--- config.mk ---
export PLATFORM = sky130hd
export DESIGN_NAME = dvfs_governor
export DESIGN_NICKNAME = d
export VERILOG_FILES = /design/src/rtl/dvfs_pkg.sv /design/src/rtl/dvfs_trend_filter.sv /design/src/rtl/dvfs_pstate_seq.sv /design/src/rtl/dvfs_governor.sv
export SDC_FILE = /design/constraint.sdc
export NUM_CORES = 1
export LEC_CHECK = 0
export ABC_AREA = 1
export ABC_CLOCK_PERIOD_IN_PS = 3450
export BUFFER_PORTS_ARGS = -buffer_cell sky130_fd_sc_hd__buf_2
export CORE_ASPECT_RATIO = 1.1
export CORE_MARGIN = 2
export CORE_UTILIZATION = 54
export CTS_BUF_LIST = sky130_fd_sc_hd__clkbuf_16
export DETAILED_ROUTE_END_ITERATION = 8
export MAX_ROUTING_LAYER = met4
export PLACE_DENSITY = 0.76
export SLEW_MARGIN = 20
export SYNTH_ARGS = -nofsm -noshare
export SYNTH_HDL_FRONTEND = slang
export SYNTH_HIERARCHICAL = 1
export SYNTH_SLANG_ARGS = --single-unit
--- constraint.sdc ---
create_clock -name clk -period 3.45 [get_ports clk]
set_clock_uncertainty 0.1 [all_clocks]
set_input_delay 0.69 -clock clk [delete_from_list [all_inputs] [get_ports clk]]
set_output_delay 0.69 -clock clk [all_outputs]
set_load 0.01 [all_outputs]
--- src/rtl/dvfs_pkg.sv ---
package dvfs_pkg;
  typedef enum logic [1:0] {PH_IDLE, PH_FIRST, PH_SECOND} phase_t;
  typedef enum logic [1:0] {TR_NONE, TR_UP, TR_DN} trend_t;
endpackage

--- src/rtl/dvfs_trend_filter.sv ---
module dvfs_trend_filter
  import dvfs_pkg::*;
#(
  parameter int UTIL_W = 7,
  parameter int WIN_W  = 8,
  parameter int UP_THR = 80,
  parameter int DN_THR = 30
) (
  input  logic              clk,
  input  logic              rst_n,
  input  logic [UTIL_W-1:0] util_pct,
  input  logic              util_vld,
  input  logic [WIN_W-1:0]  win_len,
  input  logic              busy,
  output logic              step_up,
  output logic              step_dn
);
  localparam logic [UTIL_W-1:0] HI_LIM = UTIL_W'(UP_THR);
  localparam logic [UTIL_W-1:0] LO_LIM = UTIL_W'(DN_THR);

  trend_t           trend_q, trend_d, band;
  logic [WIN_W-1:0] cnt_q, cnt_d, run;
  logic             take, fire, reg_en;

  always_comb begin
    if (util_pct > HI_LIM)      band = TR_UP;
    else if (util_pct < LO_LIM) band = TR_DN;
    else                        band = TR_NONE;
    take = util_vld && !busy;
    run  = (band == trend_q) ? cnt_q + WIN_W'(1) : WIN_W'(1);
    fire = take && (band != TR_NONE) && (run >= win_len);
    step_up = fire && (band == TR_UP);
    step_dn = fire && (band == TR_DN);
    reg_en  = busy || take;
    trend_d = trend_q;
    cnt_d   = cnt_q;
    if (busy || band == TR_NONE || fire) begin
      trend_d = TR_NONE;
      cnt_d   = '0;
    end else begin
      trend_d = band;
      cnt_d   = run;
    end
  end

  always_ff @(posedge clk or negedge rst_n) begin
    if (!rst_n) begin
      trend_q <= TR_NONE;
      cnt_q   <= '0;
    end else if (reg_en) begin
      trend_q <= trend_d;
      cnt_q   <= cnt_d;
    end
  end

  AST_QUIET_WHEN_BUSY: assert property (@(posedge clk) disable iff (!rst_n)
    busy |-> !(step_up || step_dn));
  AST_ONE_DIRECTION: assert property (@(posedge clk) disable iff (!rst_n)
    !(step_up && step_dn));
  AST_COUNT_CLEARED_BUSY: assert property (@(posedge clk) disable iff (!rst_n)
    busy |=> (cnt_q == '0));
endmodule

--- src/rtl/dvfs_pstate_seq.sv ---
module dvfs_pstate_seq
  import dvfs_pkg::*;
#(
  parameter int NUM_STATES = 4,
  localparam int IDX_W = (NUM_STATES > 2) ? $clog2(NUM_STATES) : 1
) (
  input  logic             clk,
  input  logic             rst_n,
  input  logic             step_up,
  input  logic             step_dn,
  input  logic             over_temp,
  input  logic             xfer_ack,
  output logic [IDX_W-1:0] pstate,
  output logic [IDX_W-1:0] pstate_tgt,
  output logic             req_volt,
  output logic             req_freq,
  output logic             cpu_stall
);
  localparam logic [IDX_W-1:0] SLOWEST = IDX_W'(NUM_STATES - 1);

  phase_t           phase_q, phase_d;
  logic [IDX_W-1:0] cur_q, cur_d, tgt_q, tgt_d;
  logic             rising_q, rising_d;
  logic             at_fast, at_slow, go_up, go_dn;

  always_comb begin
    at_fast  = (cur_q == '0);
    at_slow  = (cur_q == SLOWEST);
    go_up    = !over_temp && step_up && !at_fast;
    go_dn    = !at_slow && (over_temp || step_dn);
    phase_d  = phase_q;
    cur_d    = cur_q;
    tgt_d    = tgt_q;
    rising_d = rising_q;
    case (phase_q)
      PH_IDLE: begin
        if (go_up) begin
          phase_d  = PH_FIRST;
          tgt_d    = cur_q - IDX_W'(1);
          rising_d = 1'b1;
        end else if (go_dn) begin
          phase_d  = PH_FIRST;
          tgt_d    = cur_q + IDX_W'(1);
          rising_d = 1'b0;
        end
      end
      PH_FIRST: if (xfer_ack) phase_d = PH_SECOND;
      PH_SECOND: begin
        if (xfer_ack) begin
          phase_d = PH_IDLE;
          cur_d   = tgt_q;
        end
      end
      default: phase_d = PH_IDLE;
    endcase
  end

  always_ff @(posedge clk or negedge rst_n) begin
    if (!rst_n) begin
      phase_q  <= PH_IDLE;
      cur_q    <= SLOWEST;
      tgt_q    <= SLOWEST;
      rising_q <= 1'b0;
    end else begin
      phase_q  <= phase_d;
      cur_q    <= cur_d;
      tgt_q    <= tgt_d;
      rising_q <= rising_d;
    end
  end

  assign pstate     = cur_q;
  assign pstate_tgt = tgt_q;
  assign cpu_stall  = (phase_q != PH_IDLE);
  assign req_volt   = (phase_q == PH_FIRST && rising_q) || (phase_q == PH_SECOND && !rising_q);
  assign req_freq   = (phase_q == PH_FIRST && !rising_q) || (phase_q == PH_SECOND && rising_q);

  AST_REQ_EXCLUSIVE: assert property (@(posedge clk) disable iff (!rst_n)
    !(req_volt && req_freq));
  AST_STALL_UNTIL_ACK: assert property (@(posedge clk) disable iff (!rst_n)
    (cpu_stall && !xfer_ack) |=> cpu_stall);
  AST_LEVEL_ON_ACK: assert property (@(posedge clk) disable iff (!rst_n)
    (cur_q != $past(cur_q)) |-> ($past(phase_q) == PH_SECOND && $past(xfer_ack)));
  AST_UP_VOLT_FIRST: assert property (@(posedge clk) disable iff (!rst_n)
    ($rose(req_freq) && rising_q) |-> $past(req_volt));
  AST_DN_FREQ_FIRST: assert property (@(posedge clk) disable iff (!rst_n)
    ($rose(req_volt) && !rising_q) |-> $past(req_freq));
  AST_THERMAL_NOW: assert property (@(posedge clk) disable iff (!rst_n)
    (over_temp && !cpu_stall && !at_slow) |=> (cpu_stall && !rising_q));
  AST_EDGE_IGNORED: assert property (@(posedge clk) disable iff (!rst_n)
    (!cpu_stall && at_fast && !step_dn && !over_temp) |=> !cpu_stall);
endmodule

--- src/rtl/dvfs_governor.sv ---
module dvfs_governor #(
  parameter int NUM_STATES = 4,
  parameter int UTIL_W     = 7,
  parameter int WIN_W      = 8,
  parameter int UP_THR     = 80,
  parameter int DN_THR     = 30,
  localparam int IDX_W = (NUM_STATES > 2) ? $clog2(NUM_STATES) : 1
) (
  input  logic              clk,
  input  logic              rst_n,
  input  logic [UTIL_W-1:0] util_pct,
  input  logic              util_vld,
  input  logic [WIN_W-1:0]  win_len,
  input  logic              over_temp,
  input  logic              xfer_ack,
  output logic [IDX_W-1:0]  pstate,
  output logic [IDX_W-1:0]  pstate_tgt,
  output logic              req_volt,
  output logic              req_freq,
  output logic              cpu_stall
);
  logic step_up, step_dn;

  dvfs_trend_filter #(
    .UTIL_W(UTIL_W), .WIN_W(WIN_W), .UP_THR(UP_THR), .DN_THR(DN_THR)
  ) u_filter (
    .clk(clk), .rst_n(rst_n), .util_pct(util_pct), .util_vld(util_vld),
    .win_len(win_len), .busy(cpu_stall), .step_up(step_up), .step_dn(step_dn)
  );

  dvfs_pstate_seq #(.NUM_STATES(NUM_STATES)) u_seq (
    .clk(clk), .rst_n(rst_n), .step_up(step_up), .step_dn(step_dn),
    .over_temp(over_temp), .xfer_ack(xfer_ack), .pstate(pstate),
    .pstate_tgt(pstate_tgt), .req_volt(req_volt), .req_freq(req_freq),
    .cpu_stall(cpu_stall)
  );
endmodule

==> impl_metrics.py, run 1 <==
metrics = {
    "clock_network": {
        "cts_tree": "yes",
        "postCtsResizedCells": 0,
        "root_buffer": "clkbuf_16",
        "cts_setup_buffers": 0,
        "cts_hold_buffers": 0,
        "clock_latency_ps": 240,
        "clk_pin_slew_ps": 50,
        "cts_inserted_buffers": 3,
        "cts_max_path_buffers": 2,
        "htreeDepth": 1,
        "clock_sinks": 17,
    },
    "routing": {
        "wl_per_cell_um": 10.0,
        "num_vias": 1216,
        "first_iter_violations": 27,
        "viasPerCell": 4.81,
        "wl_mm": 2.53,
        "ant_nets": 0,
        "firstDrtPassIters": 4,
        "drc": 0,
    },
    "cells_and_area": {
        "n_antenna_cell": 0,
        "finalNetCount": 253,
        "fin_util_pct": 68.6,
        "drive_gt1_share_pct": 26.5,
        "syn_to_final_growth_pct": 18.9,
        "postLayoutCellArea_sq_um": 1560,
    },
    "setup_path": {
        "critical_path_required_ps": 3540,
        "start_kind": "input port",
        "crit_type": "in2reg",
        "cp_max_fo": 7,
        "cp.arrival_ps": 2870,
        "critPathBufInv": 2,
        "crit_slowest_cell": "ha_1",
        "critical-path-top-cell-by-count": "nand2_1",
        "cp-end-kind": "flip-flop",
        "crit_chain": "buf_2, nor2_1, nand2_1, nand2_2, nand3_1, nand3_4, nor2_2, ha_1, nand2_1, o21a_1, nand2_1, nand2_1, nor2_1, inv_1, nor2_1, nand3_1, nand2_1, nand2_1, nand2_1",
        "cp_top_family": "simple AND/OR/NAND/NOR gates",
        "critPathMaxStageDelay_ps": 290,
    },
    "global_routing": {
        "grt_pass1_vias": 1165,
        "grt-ovfl-total": 0,
        "grt_max_degree": 18,
        "antenna_found_initial": 0,
        "grt_first_pass_wirelength_mm": 4.46,
        "track_usage_pct": 20.3,
    },
    "placement": {
        "placed_area_sq_um": 1480,
        "port_buffers": 26,
        "gp_congestion": 0.803,
        "place_ws_ps": 440,
        "hpwl_mm": 2.06,
    },
    "floorplan": {
        "die_area_sq_um": 2840,
        "die_x_um": 51.0,
        "top_level_ports": 27,
        "row_count": 18,
        "die_h_um": 55.7,
        "core_area_sq_um": 2270,
        "start_util_pct": 57.7,
    },
    "power": {
        "swShare_pct": 35.8,
        "vdd_drop_max_mv": 0.529,
        "p_seq_share_pct": 36.3,
        "power-per-cell-area_nw_per_um2": 506,
        "power.total_uw": 789,
        "combPwrFrac_pct": 34.9,
        "leakage_nw": 0.909,
        "p_int_uw": 506,
        "switching_power_uw": 283,
        "clkPwrFrac_pct": 28.8,
    },
    "synth": {
        "yosys_warnings": 6,
        "avgSynthCellArea_sq_um": 6.80,
        "ys_types": 19,
        "synth_fa_ha_area_share_pct": 8.58,
        "synth_seq_cells": 17,
        "synth_compound_area_share_pct": 3.62,
        "syn_nets": 222,
        "syn-cell-area_sq_um": 1310,
        "synth-simple-area-share_pct": 41.3,
        "synthXorXnorAreaFrac_pct": 4.00,
        "synth_top_family_by_area": "simple AND/OR/NAND/NOR gates",
        "synthMuxAreaShare_pct": 0,
        "syn_inst": 193,
        "ys_seq_area_share_pct": 32.8,
    },
    "run_status": {
        "status": "finished clean",
    },
    "timing": {
        "hold_viol_final": 0,
        "setup_slack_ps": 665,
        "finalSetupViolations": 0,
        "finalCritPeriodShare_pct": 80.7,
        "setup_tns_ps": 0,
        "worstMarginPinSlew_ps": 640,
        "rsz0062_at_grt": "false",
        "relSlewSlack_pct": 57.2,
        "fmaxAchievable_mhz": 359,
        "maxSlewViolCount": 0,
        "finalCriticalPeriod_ps": 2780,
    },
    "job": {
        "max_cap_violations": 0,
    },
    "hold_path": {
        "holdCritPathClass": "in2async",
    },
}
## sequential cells by signal (all words and copies together) (netlist names)
register	count
u_filter/trend_q	2
u_seq/phase_q	2
u_seq/rising_q	1
u_filter/cnt_q	8
u_seq/pstate	2
u_seq/pstate_tgt	2
## cells by family after synthesis
logic type,Yosys count
buffers and inverters,34
AND/OR/NAND/NOR,118
XOR/XNOR,6
adder cells (fa/ha/maj),9
flip-flops,17
AO/OA/AOI/OAI,9
## through the flow
step | hold WS (ps) | std cells
5_1_grt | 294 | 253
2_1_floorplan | 294 | 193
6_report | 261 | 253
3_5_place_dp | 370 | 249
4_1_cts | 271 | 253
3_3_place_gp | 358 | 249
## worst reg2reg max path: stages, from the launching register on
cell,delay (ps)
dfrtp_1,410
ha_1,230
nand3_2,100
nor2_1,100
nand2_1,60
xor2_1,150
nor2_2,70
ha_1,270
nand2_1,70
o21a_1,200
nand2_1,130
nand2_1,80
nor2_1,150
inv_1,60
nor2_1,120
nand3_1,120
nand2_1,100
nand2_1,50
nand2_1,70
## power by group through the flow
stage / Combinational (mW) / Sequential [mW] / Clock (mW)
global route: 0.310 / 0.293 / 0.240
detailed placement: 0.274 / 0.290 / 0
CTS: 0.276 / 0.287 / 0.232
finish: 0.276 / 0.287 / 0.227
global placement: 0.264 / 0.288 / 0
floorplan: 0.174 / 0.298 / 0
## cells in the mapped netlist
library cell	n	area (sq um)
a21oi_1	6	30.0
dfrtp_1	13	325
dfstp_2	4	105
ha_1	9	113
inv_1	30	113
inv_2	4	15.0
nand2_1	72	270
nand2_2	6	37.5
nand3_1	6	30.0
nand3_2	4	40.0
nand3_4	1	17.5
nand4_1	1	6.26
nor2_1	18	67.6
nor2_2	8	50.1
nor2_4	2	22.5
o21a_1	1	7.51
o21ai_0	2	10.0
xnor2_1	1	8.76
xor2_1	5	43.8
## layer usage
| layer | GRT usage [%] | vias up | part of all wire (%) |
|---|---|---|---|
| met5 | - | - | 0 |
| li1 | - | 640 | - |
| met4 | 6.56 | 0 | 0.55 |
| met1 | 22.1 | 541 | 42 |
| met2 | 37.1 | 31 | 53 |
| met3 | 2.69 | 4 | 4.4 |
## path summary, 6_finish.rpt
| check | startpoint | slack (ps) | to | cells after the start |
|---|---|---|---|---|
| setup / recovery | util_pct[2] | 670 | u_seq/pstate_tgt[0] | 19 |
| hold / removal | rst_n | 260 | u_filter/trend_q[1] | 1 |
| setup reg to reg | u_filter/cnt_q[0] | 760 | u_seq/pstate_tgt[0] | 18 |
| hold reg to reg | u_seq/pstate_tgt[1] | 380 | u_seq/pstate_tgt[1] | 2 |
| max in group asynchronous | rst_n | 2680 | u_seq/pstate_tgt[0] | 1 |
| min in group clk | u_seq/pstate_tgt[1] | 380 | u_seq/pstate_tgt[1] | 2 |
## layout make-up
cell class,count,area (sq um)
Tap cell,30,37.5
Multi-Input combinational cell,142,754
Sequential cell,17,430
Timing Repair Buffer,26,130
Clock inverter,1,5.00
Inverter,34,128
Fill cell,187,714
Clock buffer,3,75.1
## layout by cell type (no fill, tap or decap), drive strengths merged
| cell type | count |
|---|---|
| dfrtp | 13 |
| a21oi | 6 |
| nand3 | 11 |
| o21a | 1 |
| clkinv | 1 |
| nand2 | 78 |
| clkbuf | 3 |
| buf | 26 |
| o21ai | 2 |
| xnor2 | 1 |
| xor2 | 5 |
| dfstp | 4 |
| nor2 | 28 |
| ha | 9 |
| inv | 34 |
| nand4 | 1 |
(Power assumes the default switching activity.)
==> inputs of run 2 (changes only) <==
ABC_CLOCK_PERIOD_IN_PS = 2400   (was 3450)
CORE_UTILIZATION = 49   (was 54)
PLACE_DENSITY = 0.72   (was 0.76)
clock period = 2.4 ns   (was 3.45 ns; I/O delays follow)
==> run 2 against run 1 <==
- the flow now finishes with violations (negative setup slack)
- die area up 9.4%
- critical path type unchanged
- highest routed layer unchanged
- flip-flop and latch count unchanged
- setup slack worse by 760 ps
- largest power group is now combinational logic
- sequential share of layout area down 4.9 points
- design area up 22%
- combinational power up 72%
- sequential power up 45%
==> impl_metrics.py, run 2 (synthesized netlist as in run 1, its figures left out) <==
metrics = {
    "placement": {
        "gp_congestion": 0.893,
        "place_ws_ps": -337,
        "port_buffers": 26,
        "hpwl_mm": 2.27,
    },
    "timing": {
        "rsz0062_at_grt": "true",
        "setup_tns_ps": -308,
        "relSlewSlack_pct": 55.5,
        "maxSlewViolCount": 0,
        "fmaxAchievable_mhz": 400,
        "finalCritPeriodShare_pct": 104,
        "setup_slack_ps": -99.5,
        "hold_viol_final": 0,
        "finalSetupViolations": 5,
        "finalCriticalPeriod_ps": 2500,
        "worstMarginPinSlew_ps": 665,
    },
    "routing": {
        "wl_per_cell_um": 12.5,
        "wl_met1_mm": 1.29,
        "first_iter_violations": 35,
        "wl_met3_um": 136,
        "firstDrtPassIters": 6,
        "wl_met2_mm": 1.86,
        "viasPerCell": 5.04,
        "drc": 0,
        "wl_mm": 3.37,
        "highest_layer": "met4",
        "num_vias": 1355,
        "ant_nets": 0,
    },
    "power": {
        "vdd_drop_max_mv": 0.656,
        "power-per-cell-area_nw_per_um2": 647,
        "p_int_uw": 763,
        "leakage_nw": 0.999,
        "swShare_pct": 37.8,
        "combPwrFrac_pct": 38.6,
        "p_seq_share_pct": 33.8,
        "switching_power_uw": 464,
        "clkPwrFrac_pct": 27.6,
    },
    "setup_path": {
        "r2r_start": "u_filter/cnt_q[0]",
        "cp.arrival_ps": 2540,
        "cp_max_fo": 7,
        "start_kind": "input port",
        "cp-end-kind": "flip-flop",
        "critical_path_required_ps": 2440,
        "crit_type": "in2reg",
        "startpoint": "util_pct[2]",
    },
    "clock_network": {
        "root_buffer": "clkbuf_16",
        "htreeDepth": 1,
        "clk_pin_slew_ps": 50,
        "clock_sinks": 17,
        "cts_max_path_buffers": 2,
        "cts_inserted_buffers": 3,
        "clock_latency_ps": 250,
        "cts_tree": "yes",
    },
    "cells_and_area": {
        "fin_util_pct": 75.3,
        "fillers": 204,
        "layout_commonest_cell": "nand2_1",
        "largest_register_ffs": 8,
        "largest-register": "u_filter/cnt_q",
        "final_cell_mix": "nand2_1, inv_1, buf_2",
        "finalNetCount": 268,
        "register_area_sq_um": 430,
        "multiInputGateArea_sq_um": 966,
        "drive_gt1_share_pct": 43.7,
        "n_antenna_cell": 0,
        "syn_to_final_growth_pct": 44.6,
    },
    "global_routing": {
        "track_usage_pct": 22.2,
        "grt_pass1_vias": 1285,
        "grt_max_degree": 18,
        "grt-ovfl-total": 0,
        "antenna_found_initial": 0,
        "grt_first_pass_wirelength_mm": 5.00,
    },
    "floorplan": {
        "core_area_sq_um": 2520,
        "start_util_pct": 52.1,
        "row_count": 19,
        "die_area_sq_um": 3110,
        "top_level_ports": 27,
        "die_h_um": 58.3,
        "die_x_um": 53.3,
    },
    "run_status": {
        "status": "finished, violations left",
        "violations": "negative setup slack",
    },
    "hold_path": {
        "holdCritPathClass": "in2async",
    },
    "job": {
        "max_cap_violations": 0,
    },
}
## run 2: cell count changes in the layout (fill, tap and decap cells not counted), sizes merged
| cell | previous run | this run |
|---|---|---|
| nor2 | 28 | 29 |
| buf | 26 | 40 |
## run 2: stage by stage
step / hold slack (ps) / instances / power (mW) / cell area (sq um)
final: 41.6 / 269 / 1.23 / 1900
after global routing: 78.3 / 269 / 1.30 / 1900
after CTS: 52.6 / 265 / 1.19 / 1680
after detailed placement: 323 / 258 / 0.829 / 1550
after global placement: 320 / 258 / 0.809 / 1550
after floorplan: 84.4 / 193 / 0.680 / 1320
## run 2: power by group through the flow
stage	sequential [mW]	clock (mW)	combinational [mW]
after floorplan	0.429	0	0.251
after global placement	0.411	0	0.398
after detailed placement	0.414	0	0.414
after CTS	0.414	0.344	0.428
after global routing	0.422	0.349	0.527
final	0.415	0.339	0.474
## run 2: routing by layer
metal	global-route usage [%]	vias up
met2	39.3	38
met1	23.1	631
met4	11.0	0
li1	-	675
met3	3.87	11
met5	-	-
## run 2: timing repair
item / in CTS / in global routing
gates resized for setup: 7 / 39
setup endpoints to repair: 4 / 14
hold buffers: 0 / 0
gates cloned: 0 / 1
setup buffers: 3 / 3
pin swaps: 11 / 38
## run 2: area by class of cell
cell class | count | area share [%]
flip-flops and latches | 17 | 22.7
inverters | 34 | 6.72
repair buffers | 40 | 13.4
well taps | 31 | 2.04
clock inverters | 1 | 0.264
clock buffers | 3 | 3.96
multi-input cells | 143 | 50.9
## run 2: path summary, 6_finish.rpt
kind	cells past startpoint	endpoint	slack, ps
worst min-delay path	1	u_seq/phase_q[1]	40
worst max register to register	19	u_seq/pstate_tgt[1]	-70
min in group clk	2	u_seq/phase_q[1]	340
worst min register to register	2	u_seq/pstate_tgt[1]	370
worst max-delay path	22	u_seq/phase_q[0]	-100
max in group asynchronous	1	u_seq/pstate[0]	1840
## run 2: critical path, stage by stage
cell and delay [ps]:
buf_2 110, nor2_1 80, nand2_1 70, nand2_2 100, nand2_2 70, nand2_2 90
nand3_4 180, nor2_4 190, ha_4 220, nand2_2 80, inv_2 30, nor2_2 90
o21a_1 140, nand2_2 70, nand2_2 80, nor2_1 50, inv_1 70, nand2_2 60
nand2_1 60, nand2_1 60, nand2_2 80, o21ai_1 60
